File: config.mk
export PLATFORM = sky130hd
export DESIGN_NAME = tap_window_picker
export DESIGN_NICKNAME = d
export VERILOG_FILES = /design/src/rtl/tapsel_pkg.sv /design/src/rtl/tapsel_fold.sv /design/src/rtl/tapsel_run_track.sv /design/src/rtl/tap_window_picker.sv
export SDC_FILE = /design/constraint.sdc
export NUM_CORES = 1
export LEC_CHECK = 0
export BUFFER_PORTS_ARGS = -buffer_cell sky130_fd_sc_hd__clkbuf_2
export CAP_MARGIN = 0
export CORE_MARGIN = 2
export CORE_UTILIZATION = 31
export DETAILED_ROUTE_END_ITERATION = 8
export PLACE_DENSITY = 0.51
export SLEW_MARGIN = 10
export SYNTH_ARGS = -nofsm -noshare
export SYNTH_HDL_FRONTEND = slang
export SYNTH_SLANG_ARGS = --single-unit
File: constraint.sdc
create_clock -name clk -period 8.4 [get_ports clk]
set_input_delay 0.84 -clock clk [delete_from_list [all_inputs] [get_ports clk]]
set_output_delay 0.84 -clock clk [all_outputs]
set_load 0.05 [all_outputs]
File: src/rtl/tapsel_pkg.sv
package tapsel_pkg;
  typedef enum logic [1:0] {
    ST_IDLE   = 2'd0,
    ST_SCAN   = 2'd1,
    ST_FINISH = 2'd2
  } tapsel_state_e;
endpackage

File: src/rtl/tapsel_fold.sv
// Folds a doubled sweep: tap t survives only if both visits (t, t+N) are set.
module tapsel_fold #(
  parameter int MAX_TAPS = 16,
  localparam int VEC_W = 2 * MAX_TAPS,
  localparam int NUM_W = $clog2(MAX_TAPS + 1)
) (
  input  logic [NUM_W-1:0] n,
  input  logic [VEC_W-1:0] raw,
  output logic [VEC_W-1:0] folded
);
  logic [MAX_TAPS-1:0] second_visit;
  logic [MAX_TAPS-1:0] good;
  logic [VEC_W-1:0]    low_ext;

  assign second_visit = MAX_TAPS'(raw >> n);

  for (genvar t = 0; t < MAX_TAPS; t++) begin : g_tap
    assign good[t] = (NUM_W'(t) < n) & raw[t] & second_visit[t];
  end

  assign low_ext = VEC_W'(good);
  assign folded  = low_ext | (low_ext << n);
endmodule

File: src/rtl/tapsel_run_track.sv
// Bit-serial longest-run tracker; a zero bit closes the open run.
module tapsel_run_track #(
  parameter int VEC_W = 32,
  localparam int LEN_W = $clog2(VEC_W + 1)
) (
  input  logic             clk,
  input  logic             rst,
  input  logic             clear,
  input  logic             step,
  input  logic             bit_in,
  input  logic [LEN_W-1:0] idx,
  output logic [LEN_W-1:0] best_len,
  output logic [LEN_W-1:0] best_start,
  output logic [LEN_W-1:0] best_end
);
  logic [LEN_W-1:0] cur_len;

  always_ff @(posedge clk) begin
    if (rst || clear) begin
      cur_len    <= '0;
      best_len   <= '0;
      best_start <= '0;
      best_end   <= '0;
    end else if (step) begin
      if (bit_in) begin
        cur_len <= cur_len + LEN_W'(1);
      end else begin
        if (cur_len > best_len) begin
          best_len   <= cur_len;
          best_start <= idx - cur_len;
          best_end   <= idx - LEN_W'(1);
        end
        cur_len <= '0;
      end
    end
  end

  // the recorded window always spans exactly the recorded length
  p_run_span_r4: assert property (@(posedge clk) disable iff (rst)
    (best_len != '0) |-> ((best_end - best_start + LEN_W'(1)) == best_len));

  // an open run never exceeds the bits scanned so far
  p_open_run_bound_r5: assert property (@(posedge clk) disable iff (rst)
    step |-> (cur_len <= idx));
endmodule

File: src/rtl/tap_window_picker.sv
module tap_window_picker
  import tapsel_pkg::*;
#(
  parameter int MAX_TAPS = 16,
  parameter int MIN_RUN  = 3,
  localparam int VEC_W = 2 * MAX_TAPS,
  localparam int NUM_W = $clog2(MAX_TAPS + 1),
  localparam int TAP_W = $clog2(MAX_TAPS),
  localparam int LEN_W = $clog2(VEC_W + 1),
  localparam int LANES = 2
) (
  input  logic             clk,
  input  logic             rst,
  input  logic             start,
  input  logic [NUM_W-1:0] num_taps,
  input  logic [VEC_W-1:0] pass_vec,
  input  logic [VEC_W-1:0] match_vec,
  output logic             busy,
  output logic             done,
  output logic             sel_valid,
  output logic             sel_error,
  output logic [TAP_W-1:0] tap_out
);
  tapsel_state_e    state;
  logic [NUM_W-1:0] n_clamp, n_q;
  logic [LEN_W-1:0] idx, last_idx;
  logic             accept;

  logic [VEC_W-1:0] raw_lane    [LANES];
  logic [VEC_W-1:0] folded_lane [LANES];
  logic [VEC_W-1:0] shift_lane  [LANES];
  logic [LEN_W-1:0] run_len     [LANES];
  logic [LEN_W-1:0] run_start   [LANES];
  logic [LEN_W-1:0] run_end     [LANES];

  assign n_clamp  = (num_taps > NUM_W'(MAX_TAPS)) ? NUM_W'(MAX_TAPS) : num_taps;
  assign accept   = (state == ST_IDLE) && start;
  assign last_idx = LEN_W'(n_q) << 1;
  assign busy     = (state != ST_IDLE);

  assign raw_lane[0] = pass_vec;
  assign raw_lane[1] = match_vec;

  // Lane 0 = probe pass, lane 1 = data match; both scanned in parallel
  for (genvar k = 0; k < LANES; k++) begin : g_lane
    tapsel_fold #(.MAX_TAPS(MAX_TAPS)) u_fold (
      .n      (n_clamp),
      .raw    (raw_lane[k]),
      .folded (folded_lane[k])
    );

    tapsel_run_track #(.VEC_W(VEC_W)) u_track (
      .clk        (clk),
      .rst        (rst),
      .clear      (accept),
      .step       (state == ST_SCAN),
      .bit_in     (shift_lane[k][0]),
      .idx        (idx),
      .best_len   (run_len[k]),
      .best_start (run_start[k]),
      .best_end   (run_end[k])
    );
  end

  // Selection decision
  logic             all_pass, sel_ok;
  logic [LEN_W-1:0] win_start, win_end, mid, wrapped;
  logic [LEN_W:0]   span_sum;

  always_comb begin
    all_pass  = (run_len[0] == last_idx);
    sel_ok    = all_pass ? (run_len[1] != '0) : (run_len[0] >= LEN_W'(MIN_RUN));
    win_start = all_pass ? run_start[1] : run_start[0];
    win_end   = all_pass ? run_end[1]   : run_end[0];
    span_sum  = {1'b0, win_start} + {1'b0, win_end};
    mid       = LEN_W'(span_sum >> 1);
    wrapped   = (mid >= LEN_W'(n_q)) ? (mid - LEN_W'(n_q)) : mid;
  end

  always_ff @(posedge clk) begin
    if (rst) begin
      state     <= ST_IDLE;
      n_q       <= '0;
      idx       <= '0;
      done      <= 1'b0;
      sel_valid <= 1'b0;
      sel_error <= 1'b0;
      tap_out   <= '0;
      for (int k = 0; k < LANES; k++) shift_lane[k] <= '0;
    end else begin
      done      <= 1'b0;
      sel_valid <= 1'b0;
      sel_error <= 1'b0;
      case (state)
        ST_IDLE: begin
          if (start) begin
            n_q   <= n_clamp;
            idx   <= '0;
            state <= ST_SCAN;
            for (int k = 0; k < LANES; k++) shift_lane[k] <= folded_lane[k];
          end
        end
        ST_SCAN: begin
          // the scan runs one step past bit 2N-1; the zero fed there closes an open run
          for (int k = 0; k < LANES; k++) shift_lane[k] <= shift_lane[k] >> 1;
          idx <= idx + LEN_W'(1);
          if (idx == last_idx) state <= ST_FINISH;
        end
        ST_FINISH: begin
          done      <= 1'b1;
          sel_valid <= sel_ok;
          sel_error <= !sel_ok;
          tap_out   <= sel_ok ? TAP_W'(wrapped) : '0;
          state     <= ST_IDLE;
        end
        default: state <= ST_IDLE;
      endcase
    end
  end

  // completion is a single-cycle pulse
  p_done_pulse_r9: assert property (@(posedge clk) disable iff (rst)
    done |=> !done);

  // exactly one outcome flag with done
  p_one_outcome_r9: assert property (@(posedge clk) disable iff (rst)
    done |-> (sel_valid != sel_error));

  // outcome flags only appear with done
  p_flag_needs_done_r9: assert property (@(posedge clk) disable iff (rst)
    (sel_valid || sel_error) |-> done);

  // busy only rises after an accepted start
  p_busy_from_start_r10: assert property (@(posedge clk) disable iff (rst)
    $rose(busy) |-> $past(start));

  // a scan in progress is not restarted
  p_scan_holds_r10: assert property (@(posedge clk) disable iff (rst)
    (state == ST_SCAN && idx != last_idx) |=> (state == ST_SCAN));

  // the wrapped midpoint lies inside the tap range
  p_tap_in_range_r6: assert property (@(posedge clk) disable iff (rst)
    (state == ST_FINISH && sel_ok) |-> (wrapped < LEN_W'(n_q)));

  // a failed selection reports tap 0
  p_error_tap_zero_r8: assert property (@(posedge clk) disable iff (rst)
    sel_error |-> (tap_out == '0));
endmodule

Word-level counts from Yosys, hierarchy flattened

Memory sizes are Yosys's and may differ from the RTL's.
Index checks and enable logic that the tools add are counted.

Bits in registers: 68
Bits in writable memories: 64
Memories kept: 1

Memories:

| name       | words | bits a word | read ports | clocked after memory_dff | write ports | line                    | text |
|---|---|---|---|---|---|---|---|
| shift_lane | 2     | 32          | 2          | 0                        | 2           | tap_window_picker.sv:31 | `logic [VEC_W-1:0] shift_lane [LANES];` |

Add/sub/neg operators: 8
Order comparisons: 21
Equal/unequal tests: 6
Shift-type cells: 4
Multiplexer cells: 27
Bitwise logic cells: 73
Reduce and logical (&&, ||, !) cells: 13

Operators by type and width:

| cell                  | number |
|---|---|
| $mux W32              | 4 |
| $and A1 B1 Y1         | 64 |
| $or A16 B32 Y32       | 2 |
| $shl A16 B5 Y32       | 2 |
| $shr A32 B5 Y16       | 2 |
| $lt A4 B5 Y1 const A  | 8 |
| $mux W6               | 5 |
| $lt A3 B5 Y1 const A  | 4 |
| $add A6 B1 Y6 const B | 3 |
| $eq A6 B6 Y1          | 2 |
| $gt A6 B6 Y1          | 2 |
| $pmux W6 S2           | 1 |
| $sub A6 B6 Y6         | 2 |
| $mux W1               | 11 |
| $lt A1 B5 Y1 const A  | 2 |
| $lt A2 B5 Y1 const A  | 2 |
| $mux W4               | 2 |
| $add A6 B6 Y7         | 1 |
| $ge A6 B2 Y1 const B  | 1 |
| $ge A6 B5 Y1          | 1 |
| $reduce_and A2 Y1     | 3 |
| $reduce_and A3 Y1     | 2 |
| $reduce_bool A6 Y1    | 1 |
| $sub A6 B1 Y6 const B | 1 |
| 16 further kinds      | 24 |

Longest topological paths before layout

Gate-level depths: netlist (run 1).

Word-level depth: 9
Depth in mapped cells: 20
Gate-level depth less buffers: 17

Cells and area by module

From an unflattened synthesis (run 1), not the netlist that was laid out.

Cells, all modules: 1466
Area total of the unflattened synthesis: 12990.0 µm²

Modules (own cells, without submodules):

| module            | times used | cells each | area each (µm²) | seq. area each (µm²) |
|---|---|---|---|---|
| tapsel_fold       | 2          | 416        | 3129.3          | 0.0 |
| tap_window_picker | 1          | 330        | 4053.9          | 2322.2 |
| tapsel_run_track  | 2          | 152        | 1338.8          | 480.5 |

Least setup slack after synthesis (run 1)

Ideal clock, no wire load.

Path kind: register to register
From: register n_q[0]
To: register tap_out[2]
Library setup time: 0.074 ns
Data arrival time: 4.167 ns
Required time: 8.326 ns
Slack: 4.159 ns
Stages on the path, launching flop included: 21
Clock period less this slack: 4.241 ns
Cells stage by stage: dfxtp_1 -> xnor2_1 -> nand4_1 -> or3_1 -> clkbuf_1 -> buf_1 -> mux2_2 -> fa_1 -> inv_1 -> ha_1 -> inv_1 -> fa_1 -> a21o_1 -> a21oi_1 -> nor2b_1 -> o21ai_0 -> and3_1 -> clkbuf_1 -> inv_1 -> or4b_1 -> a31oi_1

Word-level cells in the longest chain between the ends: 6

RTL lines:

| item                                                 | line                                             | text |
|---|---|---|
| start, declared                                      | tap_window_picker.sv:25                          | `logic [NUM_W-1:0] n_clamp, n_q;` |
| start signal, assigned                               | tap_window_picker.sv:97                          | `n_q <= n_clamp;` |
| $eq A6 B6 Y1                                         | tap_window_picker.sv:71                          | `all_pass = (run_len[0] == last_idx);` |
| $mux W6, on equally long branches                    | tap_window_picker.sv:73, tap_window_picker.sv:74 |  |
| $add A6 B6 Y7                                        | tap_window_picker.sv:75                          | `span_sum = {1'b0, win_start} + {1'b0, win_end};` |
| $ge A6 B5 Y1 / $sub A4 B4 Y4 (equally long branches) | tap_window_picker.sv:77                          | `wrapped = (mid >= LEN_W'(n_q)) ? (mid - LEN_W'(n_q)) : mid;` |
| $mux W4                                              | tap_window_picker.sv:77                          |  |
| $mux W4 *                                            | tap_window_picker.sv:113                         | `tap_out <= sel_ok ? TAP_W'(wrapped) : '0;` |
| end signal, assigned                                 | tap_window_picker.sv:113                         |  |
| end, declared                                        | tap_window_picker.sv:22                          | `output logic [TAP_W-1:0] tap_out` |

Every way passes the cells marked *; elsewhere a longest branch is shown, timed or not.
A chain may end at the register's enable or synchronous reset.

==> run summary, run 1 <==
Area leader, netlist -> edfxtp_1
# clock sinks -> 132
Reg2Reg Setup Slack -> 3.78 ns
H-tree depth -> 4
Post-synth top area share -> 16.54%
Design area -> 0.01286 mm²
RSZ-0062 raised after global routing -> false
First-pass GRT wire length -> 71430 µm
Min Clock Period, post-route -> 4.703 ns
Hold Crit Class -> flop to flop
Number of remaining DRC errors -> 0
Hpwl dp -> 33540 µm
Cells on worst reg2reg path -> 17
Gr busiest metal -> met2
I/O pin count -> 80
FP Rows -> 70
Core area -> 0.03679 mm²
Clk_skew -> 0.01460 ns
Final setup fails -> 0
Gate Count Post-Synth -> 1350
F_max -> 212.6 MHz
Met1 usage -> 31.84%
Top cells by area, synth -> edfxtp_1 17%, dfxtp_1 12%, mux2i_1 6.6%
Power Density -> 157.8 mW/mm²
Min Hold Slack -> 0.4955 ns
Total power -> 2.029 mW
Startpoint class of the critical path -> input port
DR vias/cell -> 6.274
Die area -> 0.03906 mm²
Syn Area/Cell -> 8.609 µm²
Routed Antenna Nets -> 0
WL per Instance -> 25.51 µm
Seq/Total Area, Yosys -> 28.25%
GRT Residual Overflow -> 0
Drt pass-1 iters -> 6
Register clock-pin slew on the reported worst setup and hold paths -> 0.06 ns
Post-DP Area -> 0.01225 mm²
I/O Buffers -> 79
Fin. max-slew vios -> 0
M3 GR Usage -> 5.703%
Die width -> 197.6 µm
FF-to-FF End -> tap_out[2]
Via count -> 11570
VDD IR max -> 0.0001194 V
CTS Hold Buffers Added -> 0
Largest net degree at the start of global routing -> 65
CTS tree -> yes
Ys flop type -> dfxtp_1
Synth warnings -> 0
Number of antenna violations at the first check in global routing -> 0
Final hold viol count -> 0
R2R Path Start -> n_q[2]
Post-Syn Area -> 0.01162 mm²
Setup TNS -> 0 ns
Period Utilization, post-route -> 55.99%
Layout cells sized above 1 -> 16.35%
Rel. slew slack -> 25.12%
Initial core utilization -> 31.60%
CP Data Arrival Time -> 4.98 ns
Critical path class -> input port to flop
Syn nets -> 1462
Asr flop ratio synth -> 0%
Root buffer cell -> clkbuf_16
Worst Setup SP -> num_taps[1]
Worst Setup EP -> shift_lane[0][41]
CP Max Fanout -> 45
Worst Path Required -> 8.68 ns
Later-pin clock latency in the skew report -> 0.43 ns
Run status -> complete, no violations
Drt initial violations -> 1341
Gr usage total -> 24.27%
Fin nets -> 1475
Die Height -> 197.6 µm
Number of synthesized flops with an enable pin -> 64
Most frequent cells in the layout -> 130 x nand2_1, 121 x nor2_1, 77 x mux2i_1, 77 x clkbuf_2
Clock buffer count from CTS -> 17
Met2 usage -> 38.20%
Pleak -> 4.687 nW
CTS resizes -> 0
Post-synthesis register bit count -> 132
GP Congestion -> 0.9290
Drt total wl -> 47030 µm
Area grow syn2layout -> 10.63%
Most common cell after layout, fill and taps aside -> nand2_1
Synth cell types -> 98
CTS Buffer Depth -> 2
Actual slew at the worst max-slew pin -> 1.123 ns
Post-CTS setup repair buffer count -> 0
Setup crit end kind -> flop
Vias in the first global route -> 11310
Max Cap Viol -> 0
Number of diodes -> 0
-- per-layer routing --
layer	wire [µm]	vias to the layer above	share of wire (%)
met5	0	-	0
met4	1888	0	4.0
met3	4316	123	9.2
met2	20870	637	44
met1	19950	5630	42
li1	-	5179	-
-- cell usage after synthesis, types with 10 or more instances --
master,number
nand3_1,30
a21o_1,12
a211oi_1,17
a22oi_1,29
clkbuf_1,49
a221o_1,12
a211o_1,10
xor2_1,11
nand2b_1,16
mux2i_1,77
nand4_1,22
o21ai_1,15
nor3_1,27
inv_1,42
and3_1,10
nand2_1,131
nor3b_1,10
buf_1,15
o221ai_1,10
o21ai_0,68
a21oi_1,67
nor2_1,123
buf_2,27
ha_1,36
a22o_1,14
o22ai_1,11
mux2_2,27
dfxtp_1,68
a32oi_1,17
nor2b_1,17
buf_6,16
mux4_2,21
xnor2_1,28
o211ai_1,18
edfxtp_1,64
a31oi_1,22
-- flip-flops by register name (all words and copies together), names as in the netlist --
name	cells
sel_error	1
sel_valid	1
tap_out	4
state	2
n_q	5
g_lane.u_track.best_end	12
idx	6
shift_lane	64
g_lane.u_track.best_len	12
g_lane.u_track.cur_len	12
g_lane.u_track.best_start	12
done	1
-- kinds of logic after synthesis --
logic type | synth area share, %
adders and majority gates | 4.565
and+or+nand+nor | 18.55
DFF | 28.25
muxes | 13.80
xor gates and xnor gates | 2.939
buffers and inverters | 6.427
AOI/OAI and AO/OA | 25.47
-- where the power goes --
group	total (mW)	internal [mW]	switching (mW)
clock network	0.761	0.468	0.293
registers	0.754	0.732	0.0223
logic	0.514	0.168	0.345
total	2.03	1.37	0.660
-- worst max-delay path, stage by stage --
cell	delay [ns]
clkbuf_2	0.82
nor2b_4	0.70
buf_4	0.51
mux4_2	0.33
nor2_1	0.05
a2111oi_0	0.66
a31oi_1	0.24
mux2i_1	0.39
mux2i_1	0.22
o21ai_1	0.18
-- worst min-delay path by stage --
stage | startpoint | end | slack (ns) | cells after the start
final | g_lane[1].u_track.best_end[5] | g_lane[1].u_track.best_end[5] | 0.50 | 2
after CTS | g_lane[0].u_track.best_end[5] | g_lane[0].u_track.best_end[5] | 0.50 | 2
after global routing | g_lane[0].u_track.best_end[1] | g_lane[0].u_track.best_end[1] | 0.52 | 2
after global placement | g_lane[1].u_track.best_end[4] | g_lane[1].u_track.best_end[4] | 0.47 | 2
after detailed placement | g_lane[0].u_track.best_start[4] | g_lane[0].u_track.best_start[4] | 0.48 | 2
after floorplan | g_lane[0].u_track.best_end[2] | g_lane[0].u_track.best_end[2] | 0.45 | 2
-- layout make-up --
class,instances,area [µm²]
multi-input combinational,1064,7631
timing repair buffer,103,580.6
tap,468,585.6
clock buffer,23,520.5
fill,3847,23930
inverter,45,168.9
sequential,132,3283
clock inverter,9,87.58
-- stage by stage --
step	worst slack, ns	util (%)	cells
after floorplan	4.159	-	1350
after global placement	3.532	33.30	1812
after detailed placement	3.384	33.30	1812
after CTS	3.776	34.95	1844
after global routing	3.347	34.95	1844
final	3.697	34.95	1844
No activity file was read; power rests on OpenSTA's default activity.
==> run 2: changes to the inputs <==
==> constraint.sdc (replaced) <==
create_clock -name clk -period 4.88 [get_ports clk]
set_input_delay 0.488 -clock clk [delete_from_list [all_inputs] [get_ports clk]]
set_output_delay 0.488 -clock clk [all_outputs]
set_load 0.05 [all_outputs]
==> run 2 against run 1 <==
Against the previous run: utilization up 0.41 points; sequential share of layout area down 0.30 points; setup slack worse by 3.3 ns; clock power up 70%; flip-flop and latch count unchanged; via count up 1.4%.
==> run summary, run 2 (same netlist as run 1, synthesis figures left out) <==
Gr usage total -> 24.09% (-0.18 points)
Via count -> 11730 (+1.4%)
Hold Crit Start -> match_vec[31]
Largest net degree at the start of global routing -> 45 (-31%)
WL per Instance -> 25.19 µm (-1.3%)
DR vias/cell -> 6.290 (+0.25%)
Part of the power in registers -> 37.2% (about the same)
Hold Crit Class -> input port to flop
Fin. max-slew vios -> 0 (unchanged)
CTS resizes -> 0 (unchanged)
Routed Antenna Nets -> 0 (unchanged)
Number of remaining DRC errors -> 0 (unchanged)
Setup TNS -> 0 ns (unchanged)
Power Density -> 267.7 mW/mm² (+70%)
Final core occ -> 35.36% (+0.41 points)
CTS Buffer Depth -> 2 (unchanged)
Min Clock Period, post-route -> 4.445 ns
Internal power -> 2.309 mW (+69%)
H-tree depth -> 4 (unchanged)
M3 GR Usage -> 5.276% (-0.43 points)
Met2 usage -> 37.05% (-1.1 points)
I/O pin count -> 80 (unchanged)
F_max -> 225.0 MHz
Gr busiest metal -> met2
First-pass GRT wire length -> 71440 µm (about the same)
Layout cells sized above 1 -> 17.61% (+1.3 points)
CTS tree -> yes
FP Rows -> 70 (unchanged)
Number of diodes -> 0 (unchanged)
Die area -> 0.03906 mm² (unchanged)
Combinational power share -> 25.7% (+0.4 points)
Switching share of power -> 33.69% (+1.1 points)
Largest register FFs -> 64 (unchanged)
Worst Path Required -> 5.22 ns (-3.46 ns)
Final hold viol count -> 0 (unchanged)
GP Congestion -> 0.9484 (+2.1%)
Clock buffer count from CTS -> 17 (unchanged)
Most common cell after layout, fill and taps aside -> nand2_1
Die Height -> 197.6 µm (unchanged)
Vias in the first global route -> 11400 (+0.80%)
Critical path class -> flop to flop
Clk_skew -> 0.01382 ns (-0.0007823 ns)
CP Max Fanout -> 13 (-71%)
Period Utilization, post-route -> 91.08%
Startpoint class of the critical path -> flop
Drt initial violations -> 1260 (-6.0%)
Worst Setup SP -> n_q[0]
Drt total wl -> 46970 µm (-0.13%)
I/O Buffers -> 79 (unchanged)
Later-pin clock latency in the skew report -> 0.43 ns (about the same)
Net load switching power -> 1.173 mW (+78%)
Die width -> 197.6 µm (unchanged)
Fin nets -> 1496 (+1.4%)
Run status -> complete, no violations
# clock sinks -> 132 (unchanged)
Post-CTS setup repair buffer count -> 0 (unchanged)
Biggest register -> shift_lane
Most frequent cells in the layout -> 130 x nand2_1, 121 x nor2_1, 77 x mux2i_1, 77 x clkbuf_2
Setup crit end kind -> flop
Pleak -> 4.781 nW (+2.0%)
Area grow syn2layout -> 11.93%
Root buffer cell -> clkbuf_16
GRT Residual Overflow -> 0 (unchanged)
Final setup fails -> 0 (unchanged)
Register clock-pin slew on the reported worst setup and hold paths -> 0.06 ns (about the same)
CP Data Arrival Time -> 4.79 ns (-0.19 ns)
Max Cap Viol -> 0 (unchanged)
VDD IR max -> 0.0001825 V (+53%)
RSZ-0062 raised after global routing -> false
Number of antenna violations at the first check in global routing -> 1 (+1)
Core area -> 0.03679 mm² (unchanged)
Clock share of power -> 37.0% (-0.5 points)
R2R Path Start -> n_q[0]
Met1 usage -> 32.51% (+0.67 points)
Initial core utilization -> 31.60% (unchanged)
Rel. slew slack -> 35.57% (+10 points)
Actual slew at the worst max-slew pin -> 0.9630 ns (-0.1603 ns)
CTS Hold Buffers Added -> 0 (unchanged)
Hpwl dp -> 34410 µm (+2.6%)
Drt pass-1 iters -> 8 (+2)
-- run 2: worst paths after layout --
check / to / slack (ns) / cells after the start
setup / recovery: tap_out[2] / 0.44 / 17
hold / removal: shift_lane[0][63] / 0.41 / 2
setup reg to reg: tap_out[2] / 0.44 / 17
hold reg to reg: g_lane[0].u_track.best_end[5] / 0.49 / 2
-- run 2: metrics by stage --
step	total power [mW]	std cells	area, µm²	hold slack [ns]	setup WS (ns)
floorplan	1.886	1350	11620	0.4544	0.6386
global placement	2.189	1833	12420	0.4757	0.5298
detailed placement	2.191	1833	12420	0.4784	0.4529
CTS	3.480	1865	13010	0.4068	0.4250
global route	3.608	1865	13010	0.4201	0.1224
finish	3.482	1865	13010	0.4145	0.4352
-- run 2: final cells by class --
class / instances / area, µm²
clock buffer: 18 / 450.4
clock inverter: 14 / 138.9
fill: 3882 / 23780
inverter: 45 / 168.9
multi-input combinational: 1064 / 7631
sequential: 132 / 3283
tap: 468 / 585.6
timing repair buffer: 124 / 750.7
-- run 2: metal layers --
metal / vias to the layer above / routed length (µm)
met2: 636 / 20690
met5: - / 0
li1: 5219 / -
met3: 117 / 3903
met1: 5758 / 20440
met4: 0 / 1942
-- run 2: critical path: stages, from the launching register on --
cell and delay, ns:
dfxtp_1 0.41, xnor2_1 0.15, nand4_1 0.11, or3_1 0.60
mux2_2 0.40, fa_1 0.48, inv_1 0.09, ha_1 0.14
inv_1 0.06, fa_1 0.39, a21o_1 0.17, a21oi_1 0.15
nor2b_1 0.06, o21ai_0 0.14, and3_1 0.29, inv_1 0.08
or4b_1 0.51, a31oi_1 0.13
-- run 2: power by group through the flow --
stage	logic (mW)	clock network [mW]	registers [mW]
3_5_place_dp	0.873	0	1.32
5_1_grt	0.951	1.35	1.30
2_1_floorplan	0.575	0	1.31
3_3_place_gp	0.871	0	1.32
4_1_cts	0.876	1.31	1.30
6_report	0.896	1.29	1.30
==> run 3: changes to the inputs <==
--- a/config.mk
+++ b/config.mk
@@ -8,9 +8,10 @@
 export BUFFER_PORTS_ARGS = -buffer_cell sky130_fd_sc_hd__clkbuf_2
 export CAP_MARGIN = 0
 export CORE_MARGIN = 2
-export CORE_UTILIZATION = 31
+export CORE_UTILIZATION = 45
 export DETAILED_ROUTE_END_ITERATION = 8
-export PLACE_DENSITY = 0.51
+export GPL_TIMING_DRIVEN = 0
+export PLACE_DENSITY = 0.67
 export SLEW_MARGIN = 10
 export SYNTH_ARGS = -nofsm -noshare
 export SYNTH_HDL_FRONTEND = slang
==> run 3 against run 2 <==
Against the previous run: first-iteration DRC count grew 40%; clock-buffer cell count grew 1; utilization grew 16 points; clock skew shrank 0.0060 ns; die area shrank 31%; cell area shrank 0.12%; register-to-register slack lost 0.15 ns; sequential power is essentially flat; setup slack lost 0.15 ns; cell count shrank 4.3%; highest routed layer is now met5.
==> run summary, run 3 (same netlist as run 1, synthesis figures left out) <==
CTS tree -> yes
Period Utilization, post-route -> 94.06% (+3.0 points)
Critical path class -> flop to flop
Power Density -> 270.6 mW/mm² (+1.1%)
Setup TNS -> 0 ns (unchanged)
CTS Hold Buffers Added -> 0 (unchanged)
Crit-path cells -> xnor2_1 -> nand4_1 -> or3_1 -> clkbuf_1 -> buf_2 -> mux2_2 -> fa_1 -> inv_1 -> ha_1 -> inv_1 -> fa_1 -> a21o_1 -> a21oi_1 -> nor2b_1 -> o21ai_0 -> and3_2 -> inv_1 -> or4b_1 -> a31oi_1
Design area -> 0.01299 mm² (-0.12%)
Crit path max-delay family -> simple AND/OR/NAND/NOR gates
Most frequent cells in the layout -> 130 x nand2_1, 123 x nor2_1, 77 x mux2i_1
Actual slew at the worst max-slew pin -> 1.225 ns (+0.2620 ns)
Layout cells sized above 1 -> 16.09% (-1.5 points)
Final hold viol count -> 0 (unchanged)
Routed Antenna Nets -> 0 (unchanged)
Hold Crit Start -> pass_vec[31]
Cells on worst reg2reg path -> 19 (+2)
CP Data Arrival Time -> 4.94 ns (+0.15 ns)
WL per Instance -> 29.47 µm (+17%)
Buf/Inv on CP -> 5 (+2)
Drt total wl -> 52580 µm (+12%)
F_max -> 217.9 MHz (-3.2%)
Largest register FFs -> 64 (unchanged)
Largest net degree at the start of global routing -> 64 (+42%)
Die width -> 164.7 µm (-17%)
Setup crit end kind -> flop
Worst Path Required -> 5.23 ns (about the same)
Die area -> 0.02713 mm² (-31%)
Number of diodes -> 0 (unchanged)
Crit path max-delay cell type -> fa_1
Gr usage total -> 39.06% (+15 points)
VDD IR max -> 0.0002494 V (+37%)
Biggest register -> shift_lane
Register clock-pin slew on the reported worst setup and hold paths -> 0.06 ns (about the same)
CP peak stage delay -> 0.52 ns (-0.08 ns)
Rel. slew slack -> 17.98% (-18 points)
First-pass GRT wire length -> 77740 µm (+8.8%)
CP Max Fanout -> 10 (-3)
CTS Buffer Depth -> 2 (unchanged)
Fin. max-slew vios -> 0 (unchanged)
# clock sinks -> 132 (unchanged)
Most common cell after layout, fill and taps aside -> nand2_1
GP Congestion -> 1.071 (+13%)
I/O Buffers -> 72 (-8.9%)
Drt initial violations -> 1762 (+40%)
Hpwl dp -> 39030 µm (+13%)
Startpoint class of the critical path -> flop
Pleak -> 4.818 nW (+0.77%)
Root buffer cell -> clkbuf_16
Later-pin clock latency in the skew report -> 0.43 ns (about the same)
GRT Residual Overflow -> 0 (unchanged)
Max Cap Viol -> 0 (unchanged)
WHS Path Cells -> 2 (unchanged)
Initial core utilization -> 46.02% (+14 points)
Reg2Reg Setup Slack -> 0.29 ns (-0.15 ns)
Clk_skew -> 0.007816 ns (-0.006002 ns)
FP Rows -> 58 (-17%)
Min Clock Period, post-route -> 4.590 ns (+0.1452 ns)
Footprint of the multi-input gates -> 0.007602 mm² (-0.38%)
Cell mode on critical path -> inv_1
RSZ-0062 raised after global routing -> false
Hold Path Sink -> shift_lane[0][31]
Run status -> complete, no violations
Levels on crit path -> 19 (+2)
Via count -> 12670 (+8.0%)
Number of antenna violations at the first check in global routing -> 2 (+1)
Sequential cell area -> 0.003283 mm² (unchanged)
FF-to-FF End -> tap_out[2]
Post-DP Area -> 0.01243 mm² (+0.10%)
Clock buffer count from CTS -> 17 (unchanged)
H-tree depth -> 4 (unchanged)
Number of remaining DRC errors -> 0 (unchanged)
DR vias/cell -> 7.101 (+13%)
Final setup fails -> 0 (unchanged)
Drt pass-1 iters -> 5 (-3)
Hold Crit Class -> input port to flop
Area grow syn2layout -> 11.80%
Fin nets -> 1553 (+3.8%)
Core area -> 0.02525 mm² (-31%)
I/O pin count -> 80 (unchanged)
Vias in the first global route -> 12400 (+8.8%)
R2R Path Start -> n_q[0]
Die Height -> 164.7 µm (-17%)
# fillers -> 2453 (-37%)
-- run 3: cell types whose count changed in the layout (fill, tap and decap cells not counted), sizes merged --
cell / before / now
buf: 47 / 61
clkbuf: 95 / 139
inv: 53 / 52
-- run 3: worst max path at each step --
stage	from	end	slack [ns]
after detailed placement	n_q[0]	tap_out[2]	0.04
after global placement	n_q[0]	tap_out[2]	0.05
after floorplan	n_q[0]	tap_out[2]	0.64
final	n_q[0]	tap_out[2]	0.29
after global routing	n_q[2]	tap_out[2]	0.07
after CTS	n_q[0]	tap_out[2]	0.13
-- run 3: layer usage --
metal / up-vias / GRT usage, % / share of wire (%)
li1: 5335 / - / -
met1: 5990 / 47.41 / 37
met2: 1030 / 59.91 / 43
met3: 309 / 11.05 / 12
met4: 4 / 27.00 / 8.4
met5: - / 0 / 0.070
-- run 3: report_power, final --
| part | leakage, nW | switching (mW) | internal (mW) |
|---|---|---|---|
| logic | 3.28 | 0.658 | 0.312 |
| clock network | 0.280 | 0.526 | 0.722 |
| registers | 1.26 | 0.0390 | 1.26 |
| total | 4.82 | 1.22 | 2.29 |
-- run 3: layout make-up --
type | instances | area share, %
multi-input cells | 1064 | 58.51
flip-flops and latches | 132 | 25.27
plain buffers | 108 | 4.429
clock buffers | 19 | 3.409
well taps | 330 | 3.178
repair buffers | 73 | 2.985
inverters | 45 | 1.300
clock inverters | 13 | 0.9244
-- run 3: metrics by stage --
step | total power, mW | hold WS (ns) | cells | worst slack [ns] | utilization (%)
detailed placement | 2.238 | 0.4825 | 1753 | 0.04130 | 49.23
floorplan | 1.886 | 0.4544 | 1350 | 0.6386 | -
CTS | 3.476 | 0.4213 | 1785 | 0.1260 | 51.46
finish | 3.516 | 0.4403 | 1784 | 0.2900 | 51.45
global route | 3.614 | 0.4407 | 1784 | 0.07205 | 51.45
global placement | 2.234 | 0.4681 | 1752 | 0.05042 | 49.08
-- run 3: what timing repair did --
action | in CTS | in global routing
resized for setup | 1 | 1
endpoints found under the setup margin | 1 | 3
setup buffers | 0 | 0
